$ cat config.mk
export PLATFORM = sky130hd
export DESIGN_NAME = nms_thin
export DESIGN_NICKNAME = d
export VERILOG_FILES = /design/src/rtl/nms_pkg.sv /design/src/rtl/nms_line_delay.sv /design/src/rtl/nms_raster_pos.sv /design/src/rtl/nms_peak.sv /design/src/rtl/nms_thin.sv
export SDC_FILE = /design/constraint.sdc
export NUM_CORES = 1
export LEC_CHECK = 0
export ABC_AREA = 1
export ABC_CLOCK_PERIOD_IN_PS = 6770
export BUFFER_PORTS_ARGS = -buffer_cell sky130_fd_sc_hd__buf_2
export CORE_ASPECT_RATIO = 0.75
export CORE_UTILIZATION = 25
export DETAILED_ROUTE_END_ITERATION = 6
export HOLD_SLACK_MARGIN = 0.15
export PLACE_DENSITY = 0.39
export SYNTH_ARGS = -nofsm -noshare
export SYNTH_HDL_FRONTEND = slang
export SYNTH_SLANG_ARGS = --single-unit
$ cat constraint.sdc
create_clock -name clk -period 6.77 [get_ports clk]
set_input_delay 0.3385 -clock clk [delete_from_list [all_inputs] [get_ports clk]]
set_output_delay 0.3385 -clock clk [all_outputs]
set_load 0.05 [all_outputs]
$ cat src/rtl/nms_pkg.sv
package nms_pkg;
  typedef enum logic [1:0] {
    DIR_H    = 2'b00,
    DIR_D45  = 2'b01,
    DIR_V    = 2'b10,
    DIR_D135 = 2'b11
  } grad_dir_e;
endpackage

$ cat src/rtl/nms_line_delay.sv
// Fixed delay of DEPTH+1 cycles built on a RAM with a circular pointer.
module nms_line_delay #(
  parameter int DW    = 8,
  parameter int DEPTH = 4
) (
  input  logic          clk,
  input  logic          rst,
  input  logic [DW-1:0] din,
  output logic [DW-1:0] dout
);
  localparam int AW = (DEPTH > 1) ? $clog2(DEPTH) : 1;
  localparam logic [AW-1:0] LAST = AW'(DEPTH - 1);

  logic [DW-1:0] mem [DEPTH];
  logic [AW-1:0] ptr_q;

  always_ff @(posedge clk) begin
    dout       <= mem[ptr_q];
    mem[ptr_q] <= din;
  end

  always_ff @(posedge clk) begin
    if (rst) ptr_q <= '0;
    else     ptr_q <= (ptr_q == LAST) ? '0 : ptr_q + 1'b1;
  end

  assert_ptr_range_R2: assert property (@(posedge clk) disable iff (rst)
    ptr_q <= LAST);
endmodule

$ cat src/rtl/nms_raster_pos.sv
// Tracks the raster position of the window centre and flags the outer ring.
module nms_raster_pos #(
  parameter int FRAME_W = 32,
  parameter int FRAME_H = 16
) (
  input  logic clk,
  input  logic rst,
  input  logic valid,
  input  logic sof,
  output logic border
);
  localparam int CW = $clog2(FRAME_W);
  localparam int RW = $clog2(FRAME_H);
  localparam logic [CW-1:0] LAST_C = CW'(FRAME_W - 1);
  localparam logic [RW-1:0] LAST_R = RW'(FRAME_H - 1);

  logic [CW-1:0] col_q, cur_col;
  logic [RW-1:0] row_q, cur_row;

  always_comb begin
    cur_col = sof ? '0 : col_q;
    cur_row = sof ? '0 : row_q;
    border  = (cur_row == '0) || (cur_row == LAST_R) ||
              (cur_col == '0) || (cur_col == LAST_C);
  end

  always_ff @(posedge clk) begin
    if (rst) begin
      col_q <= '0;
      row_q <= '0;
    end else if (valid) begin
      if (cur_col == LAST_C) begin
        col_q <= '0;
        row_q <= (cur_row == LAST_R) ? '0 : cur_row + 1'b1;
      end else begin
        col_q <= cur_col + 1'b1;
        row_q <= cur_row;
      end
    end
  end

  assert_pos_range_R7: assert property (@(posedge clk) disable iff (rst)
    (col_q <= LAST_C) && (row_q <= LAST_R));
endmodule

$ cat src/rtl/nms_peak.sv
// Picks the neighbour pair for the direction code and tests for a strict peak.
module nms_peak import nms_pkg::*; #(
  parameter int MAG_W = 8
) (
  input  logic [1:0]       dir,
  input  logic [MAG_W-1:0] ctr,
  input  logic [MAG_W-1:0] lf,
  input  logic [MAG_W-1:0] rt,
  input  logic [MAG_W-1:0] up,
  input  logic [MAG_W-1:0] dn,
  input  logic [MAG_W-1:0] ul,
  input  logic [MAG_W-1:0] ur,
  input  logic [MAG_W-1:0] dl,
  input  logic [MAG_W-1:0] dr,
  output logic             keep
);
  logic [MAG_W-1:0] side_a, side_b;

  always_comb begin
    unique case (grad_dir_e'(dir))
      DIR_H:    begin side_a = lf; side_b = rt; end
      DIR_D45:  begin side_a = ur; side_b = dl; end
      DIR_V:    begin side_a = up; side_b = dn; end
      default:  begin side_a = ul; side_b = dr; end
    endcase
    keep = (ctr > side_a) && (ctr > side_b);
  end
endmodule

$ cat src/rtl/nms_thin.sv
module nms_thin import nms_pkg::*; #(
  parameter int FRAME_W = 32,
  parameter int FRAME_H = 16,
  parameter int MAG_W   = 8
) (
  input  logic             clk,
  input  logic             rst,
  input  logic             in_valid,
  input  logic             in_sof,
  input  logic             in_eol,
  input  logic [MAG_W-1:0] in_mag,
  input  logic [1:0]       in_dir,
  output logic             out_valid,
  output logic             out_sof,
  output logic             out_eol,
  output logic [MAG_W-1:0] out_mag
);
  localparam int LINE_DEPTH = FRAME_W - 1;   // RAM delay is depth+1 = one line
  localparam int PACK_W     = MAG_W + 5;
  localparam int FILL_W     = $clog2(FRAME_W + 2);
  localparam logic [FILL_W-1:0] FILL_DONE = FILL_W'(FRAME_W + 1);

  // Bottom row of the window: current input and two older samples.
  logic [MAG_W-1:0] bot_d, bot_dl;
  // Middle row: line memory output, centre, left.
  logic [PACK_W-1:0] line_a_out, mid_c;
  logic [MAG_W-1:0]  mid_l;
  // Top row: line memory output, above, upper-left.
  logic [MAG_W-1:0] line_b_out, top_u, top_ul;

  logic [FILL_W-1:0] fill_q;
  logic              primed;

  nms_line_delay #(.DW(PACK_W), .DEPTH(LINE_DEPTH)) u_line_a (
    .clk (clk), .rst (rst),
    .din ({in_valid, in_sof, in_eol, in_dir, in_mag}),
    .dout(line_a_out)
  );

  nms_line_delay #(.DW(MAG_W), .DEPTH(LINE_DEPTH)) u_line_b (
    .clk (clk), .rst (rst),
    .din (line_a_out[MAG_W-1:0]),
    .dout(line_b_out)
  );

  always_ff @(posedge clk) begin
    bot_d  <= in_mag;
    bot_dl <= bot_d;
    mid_c  <= line_a_out;
    mid_l  <= mid_c[MAG_W-1:0];
    top_u  <= line_b_out;
    top_ul <= top_u;
  end

  // Line memories hold stale contents until one line has passed since reset.
  always_ff @(posedge clk) begin
    if (rst)                  fill_q <= '0;
    else if (fill_q != FILL_DONE) fill_q <= fill_q + 1'b1;
  end
  assign primed = (fill_q == FILL_DONE);

  logic             c_valid, c_sof, c_eol;
  logic [1:0]       c_dir;
  logic [MAG_W-1:0] c_mag;

  assign c_valid = mid_c[PACK_W-1] & primed;
  assign c_sof   = mid_c[PACK_W-2];
  assign c_eol   = mid_c[PACK_W-3];
  assign c_dir   = mid_c[MAG_W+1:MAG_W];
  assign c_mag   = mid_c[MAG_W-1:0];

  logic keep, border;

  nms_peak #(.MAG_W(MAG_W)) u_peak (
    .dir(c_dir), .ctr(c_mag),
    .lf (mid_l), .rt(line_a_out[MAG_W-1:0]),
    .up (top_u), .dn(bot_d),
    .ul (top_ul), .ur(line_b_out),
    .dl (bot_dl), .dr(in_mag),
    .keep(keep)
  );

  nms_raster_pos #(.FRAME_W(FRAME_W), .FRAME_H(FRAME_H)) u_pos (
    .clk(clk), .rst(rst), .valid(c_valid), .sof(c_sof), .border(border)
  );

  always_ff @(posedge clk) begin
    if (rst) begin
      out_valid <= 1'b0;
      out_sof   <= 1'b0;
      out_eol   <= 1'b0;
      out_mag   <= '0;
    end else begin
      out_valid <= c_valid;
      out_sof   <= c_valid & c_sof;
      out_eol   <= c_valid & c_eol;
      out_mag   <= (c_valid && keep && !border) ? c_mag : '0;
    end
  end

  // Direction pairing checked against the raw window taps.
  assert_keep_h_R3: assert property (@(posedge clk) disable iff (rst)
    (c_valid && c_dir == DIR_H && keep) |->
      (c_mag > mid_l && c_mag > line_a_out[MAG_W-1:0]));
  assert_keep_d45_R3: assert property (@(posedge clk) disable iff (rst)
    (c_valid && c_dir == DIR_D45 && keep) |-> (c_mag > line_b_out && c_mag > bot_dl));
  assert_keep_v_R3: assert property (@(posedge clk) disable iff (rst)
    (c_valid && c_dir == DIR_V && keep) |-> (c_mag > top_u && c_mag > bot_d));
  assert_keep_d135_R3: assert property (@(posedge clk) disable iff (rst)
    (c_valid && c_dir == DIR_D135 && keep) |-> (c_mag > top_ul && c_mag > in_mag));
  assert_tie_drop_R4: assert property (@(posedge clk) disable iff (rst)
    (c_valid && c_dir == DIR_V && (c_mag == top_u || c_mag == bot_d)) |=> (out_mag == '0));
  assert_border_zero_R5: assert property (@(posedge clk) disable iff (rst)
    (c_valid && border) |=> (out_valid && out_mag == '0));
  assert_idle_zero_R6: assert property (@(posedge clk) disable iff (rst)
    !out_valid |-> (out_mag == '0 && !out_sof && !out_eol));
endmodule

======== Yosys cells after proc, flatten, opt, wreduce, memory -nomap -nowiden ========
Memory sizes are Yosys's and may differ from the RTL's. A register that Yosys moved wholly into a read port is not among the register bits.
Cells that the tools add are included.
storage, ports and cells
  register bits ........................... 89
  latch bits .............................. 0
  memory bits (writable) .................. 651
  memory bits (read-only) ................. 0
  input port bits ......................... 15
  output and inout port bits .............. 11
  word-level logic and storage cells ...... 56
  memories ................................ 2
cells by class
  add/sub/neg operators ................... 5
  multiply operators ...................... 0
  divide/modulo/power cells ............... 0
  order comparisons ....................... 2
  eq/ne operators ......................... 8
  shift-type cells ........................ 0
  muxes and demuxes ....................... 7
  bitwise operators ....................... 4
  reductions and logical operators ........ 13
memories
  memory        depth  width  rd ports  clocked after memory_dff  wr ports  line                  text
  u_line_a.mem  31     13     1         1                         1         nms_line_delay.sv:14  logic [DW-1:0] mem [DEPTH];
  u_line_b.mem  31     8      1         1                         1         nms_line_delay.sv:14
operators by type and width
  operator               number
  $pmux W8 S3            2
  $gt A8 B8 Y1           2
  $add A5 B1 Y5 const B  3
  $eq A5 B5 Y1 const B   3
  $mux W4                3
  $mux W5                2
  $add A6 B1 Y6 const B  1
  $eq A6 B6 Y1 const B   1
  $ne A6 B6 Y1 const B   1
  $reduce_or A2 Y1       3
  $logic_not A5 Y1       1
  $add A4 B1 Y4 const B  1
  $eq A4 B4 Y1 const B   1
  $logic_not A4 Y1       1
  $and A1 B1 Y1          3
  $logic_and A1 B1 Y1    3
  $logic_or A1 B1 Y1     3
  $eq A2 B1 Y1 const B   1
  $eq A2 B2 Y1 const B   1
  $logic_not A2 Y1       1
  $logic_not A1 Y1       1
  $not A1 Y1             1

======== Longest topological paths before layout ========
Gate-level depths: netlist of the first run.
  depth after elaboration ................. 9
  gate-level depth with buffers ........... 17
  gate-level depth less buffers ........... 16

======== By module ========
Synthesis of the first run repeated with hierarchy kept, for this count alone.
second synthesis, totals
  cells, all modules ...................... 3363
  area total of the unflattened synthesis .. 32752.7 um2
modules (own cells, without submodules)
  module                     times used  cells an instance  area an instance (um2)
  nms_line_delay (u_line_a)  1           1833               18238.7
  nms_line_delay (u_line_b)  1           1156               11363.4
  nms_thin                   1           129                1701.6
  nms_peak                   1           155                859.6
  nms_raster_pos             1           90                 589.3

======== Worst setup path before layout of the first run ========
No wires, ideal clock.
  kind .................................... register -> register
  from .................................... register u_line_a.ptr_q[0]
  to ...................................... memory u_line_a.mem[10][0] (netlist bit), enable pin
  setup time .............................. 382 ps
  data arrival time ....................... 1842 ps
  required time ........................... 6388 ps
  path slack .............................. 4546 ps
  cell stages (with the launch flop) ...... 9
  clock period less this slack ............ 2224 ps
  cell sequence ........................... dfxtp_1 > buf_6 > inv_2 > buf_6 > buf_6 > buf_6 > ha_1 > clkinv_1 > nor2_1
RTL lines
  what                    line                  text
  from (decl)             nms_line_delay.sv:15  logic [AW-1:0] ptr_q;
  from (signal assigned)  nms_line_delay.sv:24  else ptr_q <= (ptr_q == LAST) ? '0 : ptr_q + 1'b1;
  to (decl)               nms_line_delay.sv:14
No word-level cell before the write port.

======== Final worst setup path of the first run ========
  from .................................... register u_line_a.ptr_q[0]
  to ...................................... memory u_line_a.mem[13][5] (netlist bit), enable pin
No word-level cell before the write port.

==> summary.md, run 1 <==
| Metric | Value |
|---|---|
| RSZ-0062 raised after global routing | no |
| Syn-to-layout area delta | 14.7% |
| Synth Flop Type | edfxtp_1 |
| Via count | 19300 |
| Fmax | roughly 280 MHz |
| Worst Skew | a little over 0.04 ns |
| Post-route minimum period | between 3 and 4 ns |
| Yosys Warn Count | 0 |
| EDFF count, synth | around 650 |
| CP endpoint kind | register |
| Clock transition at the registers of the reported paths | 0.06 ns |
| Drt drc | 0 |
| Sequential-to-total area share from yosys stat | 72.5% |
| Htree depth | 3 |
| I/O pin count | 26 |
| Post-synth ARST share | 0% |
| Row cnt | between 100 and 150 |
| Post-route clock period utilization | between 50% and 60% |
| Crit-path max cell delay | between 1 and 1.5 ns |
| LEAKAGE | roughly 12 nW |
| WL final | 87.1 mm |
| Die span in x | around 400 um |
| Mapped Nets | roughly 2700 |
| Worst Hold Class | primary input to register |
| Gr usage total | 14.2% |
| Die H | approximately 300 um |
| Final count of negative-setup-slack endpoints | 0 |
| Final hold viol count | 0 |
| Final Net Count | 2696 |
| TritonCTS Buffers | 82 |
| Required @ worst endpoint | around 7.0 ns |
| Critical path type | register to register |
| Worst-path maximum fanout | 87 |
| CTS max path bufs | 3 |
| Gpl congestion | ~0.8 |
| Gate Count Post-Synth | roughly 2600 |
| VDD IR max | ~0.00020 V |
| Max_slew headroom | ~18% |
| Clk root buf | clkbuf_16 |
| Routed Antenna Nets | 0 |
| Post-DP HPWL | roughly 53 mm |
| Wire length of the first global-routing pass | between 100 and 150 mm |
| WL/cell | 20.4 um |
| CTS tree | done |
| Via/cell ratio | about 4.5 |
| Antenna violations before repair | 3 |
| Vias in the first global route | 18900 |
| Initial core utilization | 25.4% |
| Aggregate global routing overflow | 0 |
| Detailed Routing Iterations Pass 1 | 5 |
| Worst skew pair latency | approximately 0.66 ns |
| Crit path launch type | register |
| Fin Setup TNS | 0 ns |
| Share of cells above drive strength 1 | 7.21% |
| Crit path DAT | ~3.8 ns |
| Pwr dens | between 300 and 400 mW/mm^2 |
| Cell variety after synth | 31 |
| Fin. max-slew vios | 0 |
| IO Port Bufs | 25 |
| Cell Area, Synth | between 0.03 and 0.04 mm^2 |
| Synth Register Bits | approximately 760 |
| DRT iter0 DRCs | 1614 |
| Run status | finished clean |
| CP cell instances | buf_4 > ha_1 > inv_1 > nor2_1 |
| CTS resizes | 0 |
| Synth Area per Inst | ~11 um^2 |
| Critical-path top delay cell | nor2_1 |
| Pwr Total | between 10 and 15 mW |
| Die ar. | approximately 0.12 mm^2 |
| Worst Tran Pin Value | about 1.2 ns |
| Max_cap viols | 0 |
| Clk sink count | about 760 |
| Core Area | 0.118 mm^2 |
| Largest net degree at the start of global routing | 121 |
==> routing by layer <==
layer	wire length [um]	part of all wire (%)	track usage, %	up-vias
li1	-	-	-	9089
met1	45100	52	22.0	9651
met2	35900	41	20.3	441
met3	4340	5.0	2.28	102
met4	1750	2.0	3.59	0
met5	0	0	0	-
==> cell usage after synthesis, types with 5 or more instances <==
cell	count	area, um^2
edfxtp_1	651	19500
nor2_1	588	2210
nand2_1	472	1770
o21ai_0	359	1800
dfxtp_1	110	2200
inv_1	80	300
o21ai_1	76	380
buf_2	56	280
nand3_1	50	250
clkbuf_1	43	161
ha_1	31	388
a21oi_1	22	110
o211ai_1	19	143
buf_6	11	124
nor3_1	10	50.1
buf_1	7	26.3
buf_4	7	52.6
nand4_1	6	37.5
nor2_2	6	37.5
xor2_1	5	43.8
==> flip-flops by register name (all words and copies together) (netlist names), 6 cells and up <==
name           flops
u_line_b.mem     248
bot_d              8
top_ul             8
u_line_a.dout     13
mid_c             13
out_mag            8
u_line_a.mem     403
top_u              8
fill_q             6
u_line_b.dout      8
mid_l              8
bot_dl             8
==> critical path, delay by kind of cell (launching register included) <==
family	cells	cell delay, ns
fa+ha+maj	1	0.27
buf+inv	2	1.08
flops	1	0.68
simple gates	1	1.04
==> placed cells by master, fill, tap and decap left out, types with 3 or more instances in the layout <==
cell type	Yosys	final
dfxtp_4	0	3
ha_1	31	31
clkinv_2	0	12
o21ai_0	359	359
inv_1	80	80
bufinv_16	0	4
nor3_1	10	10
clkbuf_16	0	84
clkbuf_8	0	7
nand3_1	50	50
xor2_1	5	5
buf_2	56	25
nand2_1	472	472
clkinv_1	2	18
nand4_1	6	6
dfxtp_1	110	106
nor2_2	6	6
nor2_1	588	588
clkbuf_1	43	22
buf_4	7	41
o211ai_1	19	19
o21ai_1	76	76
a21oi_1	22	22
edfxtp_1	651	651
==> path summary, 6_finish.rpt <==
path / from / end / slack, ns / cells after the start
hold reg to reg: u_line_a.dout[9]$_DFF_P_ / mid_c[9]$_DFF_P_ / 0.33 / 0
setup reg to reg: u_line_a.ptr_q[0]$_SDFF_PP0_ / u_line_a.mem[13][5]$_DFFE_PP_ / 3.23 / 4
setup / recovery: u_line_a.ptr_q[0]$_SDFF_PP0_ / u_line_a.mem[13][5]$_DFFE_PP_ / 3.23 / 4
hold / removal: in_mag[7] / bot_d[7]$_DFF_P_ / 0.21 / 2
==> cells by family (layout without fill, tap and decap cells) <==
kind of cell / after synthesis / count (layout) / synth area share (%)
adders and majority gates: 31 / 31 / 1.29
xor gates and xnor gates: 7 / 7 / 0.204
and+or+nand+nor: 1136 / 1136 / 14.6
buffers and inverters: 209 / 304 / 3.21
DFF: 761 / 761 / 72.5
other: 0 / 2 / 0
AOI/OAI and AO/OA: 480 / 480 / 8.20
==> area by class of cell <==
class,count,area (um^2)
diodes,2,5.00
clock buffers,113,2280
clock inverters,40,370
fillers,12200,84000
inverters,84,322
multi-input cells,1654,7300
flip-flops and latches,761,21800
well taps,1554,1940
repair buffers,67,443
==> repair_timing <==
item,CTS,global route
hold buffers,1,0
setup buffers,0,0
endpoints found under the hold margin,10,0
==> where the power goes <==
part / switching [mW] / internal (mW) / total (mW)
Sequential: 0.116 / 5.32 / 5.43
Combinational: 0.774 / 0.254 / 1.03
Clock: 1.92 / 2.53 / 4.45
==> through the flow <==
stage,hold slack (ns),cell area [um^2],util [%],instances,worst slack [ns]
2_1_floorplan,0.310,30000,-,2624,4.55
3_3_place_gp,0.330,31800,26.8,4119,3.31
3_5_place_dp,0.316,31800,26.8,4119,3.23
4_1_cts,0.174,34400,29.1,4273,3.13
5_1_grt,0.191,34400,29.1,4273,2.99
6_report,0.211,34400,29.1,4275,3.23
(Power assumes the default switching activity.)
==> run 2: changes to the inputs <==
Settings changed: ABC_AREA 1 to 0, ABC_CLOCK_PERIOD_IN_PS 6770 to 3400.
Clock period 6.77 ns to 3.4 ns, I/O delays scaled along.
==> run 2 against run 1 <==
Sequential power rose by 100%. Register-to-register slack got worse by 2.5 ns. Non-clock buffer count rose by 52. Routed wire length fell by 11%. Synthesized area fell by 4.1%. Largest cell class unchanged. Flip-flop and latch count did not move. Highest routed layer unchanged. Critical path depth rose by 5. Combinational power rose by 72%. Worst hold slack improved by 0.13 ns. Sequential share of layout area rose by 0.86 points. Clock power rose by 100%.
==> summary.md, run 2 <==
| Metric | Value |
|---|---|
| Run status | finished clean |
| Largest register FFs | 403 (unchanged) |
| Wire length of the first global-routing pass | 111 mm (-13%) |
| Worst Tran Pin Value | 1.01 ns (-0.214 ns) |
| WL/cell | 24.4 um (+20%) |
| Max_cap viols | 0 (unchanged) |
| Mapped Nets | 1508 (-44%) |
| Core Area | 0.114 mm^2 (-3.9%) |
| Final hold viol count | 0 (unchanged) |
| IO Port Bufs | 25 (unchanged) |
| Via count | 14100 (-27%) |
| Initial core utilization | 25.3% (-0.056 points) |
| Worst Skew | 0.0378 ns (-0.00286 ns) |
| Logic gate share of total power | 8.2% (-1.2 points) |
| Final Net Count | 1634 (-39%) |
| VDD IR max | 0.000312 V (+58%) |
| Internal Pwr Total | 16.6 mW (+100%) |
| Post-synth ARST share | 0% (unchanged) |
| CP cell instances | buf_4 > mux4_2 > inv_1 > ha_1 > nor2b_1 > o211ai_1 > a21oi_1 > a211o_1 > and3_1 |
| Post-route minimum period | 2.70 ns (-0.844 ns) |
| Synth cell count leaders | edfxtp_1 (651), mux4_2 (153), dfxtp_1 (110) |
| Worst Hold Class | register to register |
| Finished Layout Cells | 3183 (-26%) |
| CTS tree | done |
| Hold path cells | 0 (-2) |
| Via/cell ratio | 4.42 (-1.9%) |
| CTS max path bufs | 3 (unchanged) |
| Post-route clock period utilization | 79.4% (+27 points) |
| Register Area | 0.0218 mm^2 (about the same) |
| Commonest non-fill, non-tap cells in the layout | edfxtp_1 (651), mux4_2 (153), dfxtp_1 (106) |
| Top Registers | u_line_a.mem x403, u_line_b.mem x248 |
| Die span in x | 394 um (-2.1%) |
| Antenna violations before repair | 3 (unchanged) |
| Sequential-to-total area share from yosys stat | 75.6% (+3.1 points) |
| # fillers | 11200 (-7.8%) |
| Switching share of power | 23.6% (-2.2 points) |
| Worst skew pair latency | 0.67 ns (about the same) |
| Largest net degree at the start of global routing | 47 (-61%) |
| Crit-path max cell delay | 0.75 ns (-0.29 ns) |
| Post-CTS setup buffer count | 0 (unchanged) |
| Die ar. | 0.117 mm^2 (-4.1%) |
| Critical-path top delay cell | dfxtp_1 |
| Max_slew headroom | 32.5% (+14 points) |
| PnR worst setup slack | 0.700 ns (-2.53 ns) |
| Synth Flop Type | edfxtp_1 |
| Synth Register Bits | 761 (unchanged) |
| Htree depth | 3 (unchanged) |
| Setup WS pre-CTS | 0.710 ns (-2.52 ns) |
| Share of cells above drive strength 1 | 25.0% (+18 points) |
| Gpl congestion | 0.758 (-4.2%) |
| I/O pin count | 26 (unchanged) |
| Crit path launch type | register |
| Yosys Warn Count | 0 (unchanged) |
| Aggregate global routing overflow | 0 (unchanged) |
| Syn-to-layout area delta | 18.0% |
| Flop pwr share | 50.2% (+0.4 points) |
| Clock transition at the registers of the reported paths | 0.06 ns (about the same) |
| Clk sink count | 761 (unchanged) |
| RSZ-0062 raised after global routing | no |
| Yosys top cell area share | 67.9% (+2.8 points) |
| Top reg by flops | u_line_a.mem |
| Worst-path maximum fanout | 12 (-86%) |
| WL final | 77.7 mm (-11%) |
| Cell Area, Synth | 0.0288 mm^2 (-4.1%) |
| Cell variety after synth | 49 (+58%) |
| Fmax | 370 MHz (+31%) |
| Critical path type | register to register |
| Clk root buf | clkbuf_16 |
| Die H | 296 um (-2.0%) |
| Dominant cells by area after synthesis | edfxtp_1 (68%), mux4_2 (12%), dfxtp_1 (7.6%), a22oi_1 (2.2%), and2_1 (1.3%) |
| Gate Count Post-Synth | 1462 (-44%) |
| DRT iter0 DRCs | 1297 (-20%) |
| CP endpoint kind | register |
| LEAKAGE | 10.9 nW (-8.7%) |
| Crit path DAT | 3.24 ns (-0.55 ns) |
| Footprint of the multi-input gates | 0.00657 mm^2 (-9.9%) |
| Drt drc | 0 (unchanged) |
| Cells on worst reg2reg path | 9 (+5) |
| Routed Antenna Nets | 0 (unchanged) |
| Placed cell count | 3017 (-27%) |
| Yosys top cell by area | edfxtp_1 |
| Pwr dens | 640 mW/mm^2 (+100%) |
| Final count of negative-setup-slack endpoints | 0 (unchanged) |
| Row cnt | 107 (-1.8%) |
| Post-DP HPWL | 49.7 mm (-5.7%) |
| Detailed Routing Iterations Pass 1 | 5 (unchanged) |
| Gr usage total | 13.4% (-0.79 points) |
| Clk pwr share | 41.6% (+0.8 points) |
| Commonest non-fill, non-tap cell in the layout | edfxtp_1 |
| Fin Setup TNS | 0 ns (unchanged) |
| Vias in the first global route | 14400 (-24%) |
| Synth Area per Inst | 19.7 um^2 (+72%) |
| TritonCTS Buffers | 81 (-1.2%) |
| Fin. max-slew vios | 0 (unchanged) |
| Net Sw Power | 5.12 mW (+82%) |
| Required @ worst endpoint | 3.94 ns (-3.08 ns) |
| EDFF count, synth | 651 (unchanged) |
| Top-count cell post-synth | edfxtp_1 |
-- run 2: cell count changes in the layout (fill, tap and decap cells not counted), moves of 17 or more --
cell / previous run / this run
nor2_1: 588 / 29
nand2_1: 472 / 40
o21ai_0: 359 / 30
mux4_2: 0 / 153
a22oi_1: 0 / 86
o21ai_1: 76 / 0
and2_1: 0 / 62
inv_1: 80 / 27
buf_4: 41 / 77
nand3_1: 50 / 14
mux2i_1: 0 / 22
mux2_2: 0 / 17
nand4_1: 6 / 23
o211ai_1: 19 / 2
-- run 2: kinds of logic after synthesis --
kind of cell,after synthesis,synth area share [%]
adders and majority gates,31,1.35
AOI/OAI and AO/OA,148,3.52
DFF,761,75.6
and+or+nand+nor,214,4.13
muxes,194,13.5
xor gates and xnor gates,10,0.304
buffers and inverters,104,1.64
-- run 2: worst paths after layout --
| check | start | to | slack, ns |
|---|---|---|---|
| min | bot_d[7]$_DFF_P_ | bot_dl[7]$_DFF_P_ | 0.34 |
| max | mid_c[9]$_DFF_P_ | out_mag[3]$_SDFF_PP0_ | 0.70 |
| max reg2reg | mid_c[9]$_DFF_P_ | out_mag[3]$_SDFF_PP0_ | 0.70 |
| min reg2reg | bot_d[7]$_DFF_P_ | bot_dl[7]$_DFF_P_ | 0.34 |
-- run 2: layer usage --
layer	track usage (%)	up-vias	wire length (um)	part of all wire (%)
met4	3.06	0	1320	1.7
met2	19.0	317	32800	42
met1	20.6	7483	39900	51
met5	0	-	0	0
li1	-	6189	-	-
met3	2.87	93	3750	4.8
-- run 2: timing repair --
item	4_1_cts	5_1_grt
endpoints found under the hold margin	285	0
hold buffers	14	0
resized for setup	0	0
-- run 2: layout make-up --
| class | count | share of cell area [%] |
|---|---|---|
| repair buffers | 119 | 2.66 |
| well taps | 1526 | 5.62 |
| multi-input cells | 597 | 19.4 |
| clock inverters | 46 | 1.46 |
| clock buffers | 105 | 6.51 |
| flip-flops and latches | 761 | 64.1 |
| diodes | 1 | 0.00737 |
| inverters | 28 | 0.309 |
-- run 2: through the flow --
stage                     util (%)  area (um^2)  hold WS [ns]  total power, mW
final                         29.8        34000         0.339             21.7
after global routing          29.8        34000         0.347             22.5
after CTS                     29.8        34000         0.342             22.1
after detailed placement      27.3        31100         0.320             12.9
after global placement        27.3        31100         0.316             12.9
after floorplan                  -        28800         0.198             12.0
-- run 2: power by group through the flow --
stage	logic (mW)	registers, mW	clock network (mW)
after floorplan	1.04	11.0	0
after global placement	1.80	11.1	0
after global routing	1.94	10.9	9.66
final	1.77	10.9	9.04
after CTS	1.83	10.9	9.31
after detailed placement	1.81	11.1	0
-- run 2: worst max-delay path, delay by kind of cell (launching register included) --
kind | cells | cell delay [ns]
AO/OA/AOI/OAI | 3 | 0.64
adder cells (fa/ha/maj) | 1 | 0.23
buffers and inverters | 2 | 0.33
flip-flops | 1 | 0.75
multiplexers | 1 | 0.30
AND/OR/NAND/NOR | 2 | 0.35
==> run 3: changes to the inputs <==
Settings changed: ABC_CLOCK_PERIOD_IN_PS 3400 to 2850.
Clock period 3.4 ns to 2.85 ns, I/O delays scaled along.
==> run 3 against run 2 <==
Sequential power is 18% higher. Register-to-register slack worse by 0.29 ns. Clock power is 19% higher. Critical endpoint is now out_mag[4]$_SDFF_PP0_. Largest power group unchanged.
==> summary.md, run 3 (synthesized netlist as in run 2, its figures left out) <==
| Metric | Value |
|---|---|
| Run status | finished clean |
| Setup WS pre-CTS | 0.406 ns (-0.304 ns) |
| Post-route clock period utilization | 85.5% (+6.1 points) |
| VDD IR max | 0.000404 V (+30%) |
| R2R Path Start | mid_c[8]$_DFF_P_ |
| DRT iter0 DRCs | 1334 (+2.9%) |
| CTS max path bufs | 3 (unchanged) |
| Register Area | 0.0218 mm^2 (unchanged) |
| Max_slew headroom | 43.6% (+11 points) |
| CTS tree | done |
| Fin area | 0.0343 mm^2 (+0.97%) |
| Vias in the first global route | 14600 (+1.4%) |
| Share of cells above drive strength 1 | 25.9% (+0.93 points) |
| WHS | 0.296 ns (-0.0428 ns) |
| PnR worst setup slack | 0.414 ns (-0.286 ns) |
| LEAKAGE | 11.1 nW (+1.4%) |
| Die span in x | 394 um (unchanged) |
| Clk root buf | clkbuf_16 |
| Syn-to-layout area delta | 19.1% |
| Routed Antenna Nets | 0 (unchanged) |
| CTS resizes | 0 (unchanged) |
| Uppermost layer routed | met4 |
| Largest net degree at the start of global routing | 37 (-21%) |
| Row cnt | 107 (unchanged) |
| IO Port Bufs | 25 (unchanged) |
| Crit path launch type | register |
| Detailed Routing Iterations Pass 1 | 5 (unchanged) |
| Core Area | 0.114 mm^2 (unchanged) |
| Pwr Total | 25.9 mW (+19%) |
| Clk sink count | 761 (unchanged) |
| Post-DP HPWL | 50.4 mm (+1.5%) |
| Post-Route M1 WL | 38.7 mm (-3.0%) |
| Worst Hold Class | primary input to register |
| Required @ worst endpoint | 3.39 ns (-0.55 ns) |
| Worst Skew | 0.0344 ns (-0.00343 ns) |
| Pwr dens | 756 mW/mm^2 (+18%) |
| Worst skew pair latency | 0.66 ns (about the same) |
| I/O pin count | 26 (unchanged) |
| Via/cell ratio | 4.42 (about the same) |
| Worst r2r dst | out_mag[4]$_SDFF_PP0_ |
| Worst-path maximum fanout | 16 (+4) |
| Final hold viol count | 0 (unchanged) |
| Cells on worst reg2reg path | 9 (unchanged) |
| Worst Tran Pin Value | 0.845 ns (-0.162 ns) |
| Post-CTS setup buffer count | 0 (unchanged) |
| Commonest non-fill, non-tap cells in the layout | edfxtp_1 (651), mux4_2 (153), dfxtp_1 (106) |
| Max_cap viols | 0 (unchanged) |
| Wire length of the first global-routing pass | 112 mm (+0.87%) |
| # fillers | 11200 (-0.098%) |
| WL final | 77.9 mm (+0.21%) |
| Final core utilization | 30.1% (+0.29 points) |
| Aggregate global routing overflow | 0 (unchanged) |
| R2R setup slack | 0.41 ns (-0.29 ns) |
| Critical path type | register to register |
| Final Net Count | 1662 (+1.7%) |
| Worst Hold Launch | in_mag[6] |
| Fin. max-slew vios | 0 (unchanged) |
| Gpl congestion | 0.783 (+3.4%) |
| Metal2 WL | 33.4 mm (+1.9%) |
| Largest register FFs | 403 (unchanged) |
| CP endpoint kind | register |
| Final count of negative-setup-slack endpoints | 0 (unchanged) |
| Via count | 14200 (+0.87%) |
| Hold path cells | 2 (+2) |
| Met3 routed WL | 4.34 mm (+16%) |
| Area after DPL | 0.0314 mm^2 (+0.97%) |
| WL/cell | 24.2 um (-0.75%) |
| Htree depth | 3 (unchanged) |
| TritonCTS Buffers | 82 (+1.2%) |
| Finished Layout Cells | 3214 (+0.97%) |
| Footprint of the multi-input gates | 0.00657 mm^2 (unchanged) |
| Die ar. | 0.117 mm^2 (unchanged) |
| RSZ-0062 raised after global routing | no |
| Fin Setup TNS | 0 ns (unchanged) |
| Fmax | 411 MHz (+11%) |
| Commonest non-fill, non-tap cell in the layout | edfxtp_1 |
| Top Registers | u_line_a.mem x403, u_line_b.mem x248 |
| Post-route minimum period | 2.44 ns (-0.264 ns) |
| Drt drc | 0 (unchanged) |
| Die H | 296 um (unchanged) |
| Top reg by flops | u_line_a.mem |
| Clock transition at the registers of the reported paths | 0.06 ns (about the same) |
| Worst hold endpoint | bot_d[6]$_DFF_P_ |
| Crit path DAT | 2.97 ns (-0.27 ns) |
| Antenna violations before repair | 6 (+3) |
| Initial core utilization | 25.3% (unchanged) |
| Gr usage total | 13.5% (+0.055 points) |
| Placed cell count | 3044 (+0.89%) |
[run 3: cell count changes in the layout (fill, tap and decap cells not counted), moves of 2 or more]
cell,delta
clkinv_16,+3
buf_4,+19
clkinv_1,+4
buf_12,+8
inv_6,-2
bufinv_16,-2
clkbuf_1,+2
clkinv_2,-3
diode_2,+2
[run 3: where the power goes]
| part | leakage (nW) | internal (mW) | switching [mW] | total, mW |
|---|---|---|---|---|
| combinational | 2.96 | 0.888 | 1.35 | 2.23 |
| clock | 1.32 | 6.17 | 4.58 | 10.8 |
| sequential | 6.80 | 12.6 | 0.302 | 12.9 |
| total | 11.1 | 19.7 | 6.23 | 25.9 |
[run 3: layout make-up]
| type | count | share of cell area, % |
|---|---|---|
| Antenna cell | 3 | 0.0219 |
| Clock buffer | 107 | 6.43 |
| Clock inverter | 46 | 1.52 |
| Inverter | 28 | 0.306 |
| Multi-Input combinational cell | 597 | 19.2 |
| Sequential cell | 761 | 63.5 |
| Tap cell | 1526 | 5.57 |
| Timing Repair Buffer | 146 | 3.52 |
[run 3: how the worst max path moves through the flow]
stage,startpoint,endpoint,cells after the start
after global placement,mid_c[8]$_DFF_P_,out_mag[5]$_SDFF_PP0_,9
after detailed placement,mid_c[8]$_DFF_P_,out_mag[4]$_SDFF_PP0_,9
after CTS,mid_c[8]$_DFF_P_,out_mag[4]$_SDFF_PP0_,9
final,mid_c[8]$_DFF_P_,out_mag[4]$_SDFF_PP0_,9
after floorplan,mid_c[8]$_DFF_P_,out_mag[0]$_SDFF_PP0_,10
after global routing,mid_c[8]$_DFF_P_,out_mag[4]$_SDFF_PP0_,9
[run 3: worst max-delay path, cell delays in order (launching register included)]
cell      delay (ns)
dfxtp_1         0.35
buf_12          0.19
mux4_2          0.52
inv_1           0.08
ha_1            0.23
nor2b_1         0.13
o211ai_1        0.15
a21oi_1         0.11
a211o_1         0.35
and3_1          0.21
[run 3: timing repair]
action,4_1_cts,5_1_grt
setup endpoints to repair,0,0
endpoints found under the hold margin,321,0
hold buffers,14,0
[run 3: per-layer routing]
layer	vias to the layer above	global-route usage, %
li1	6247	-
met1	7512	20.4
met2	350	19.3
met3	96	3.05
met4	0	3.13
met5	-	0
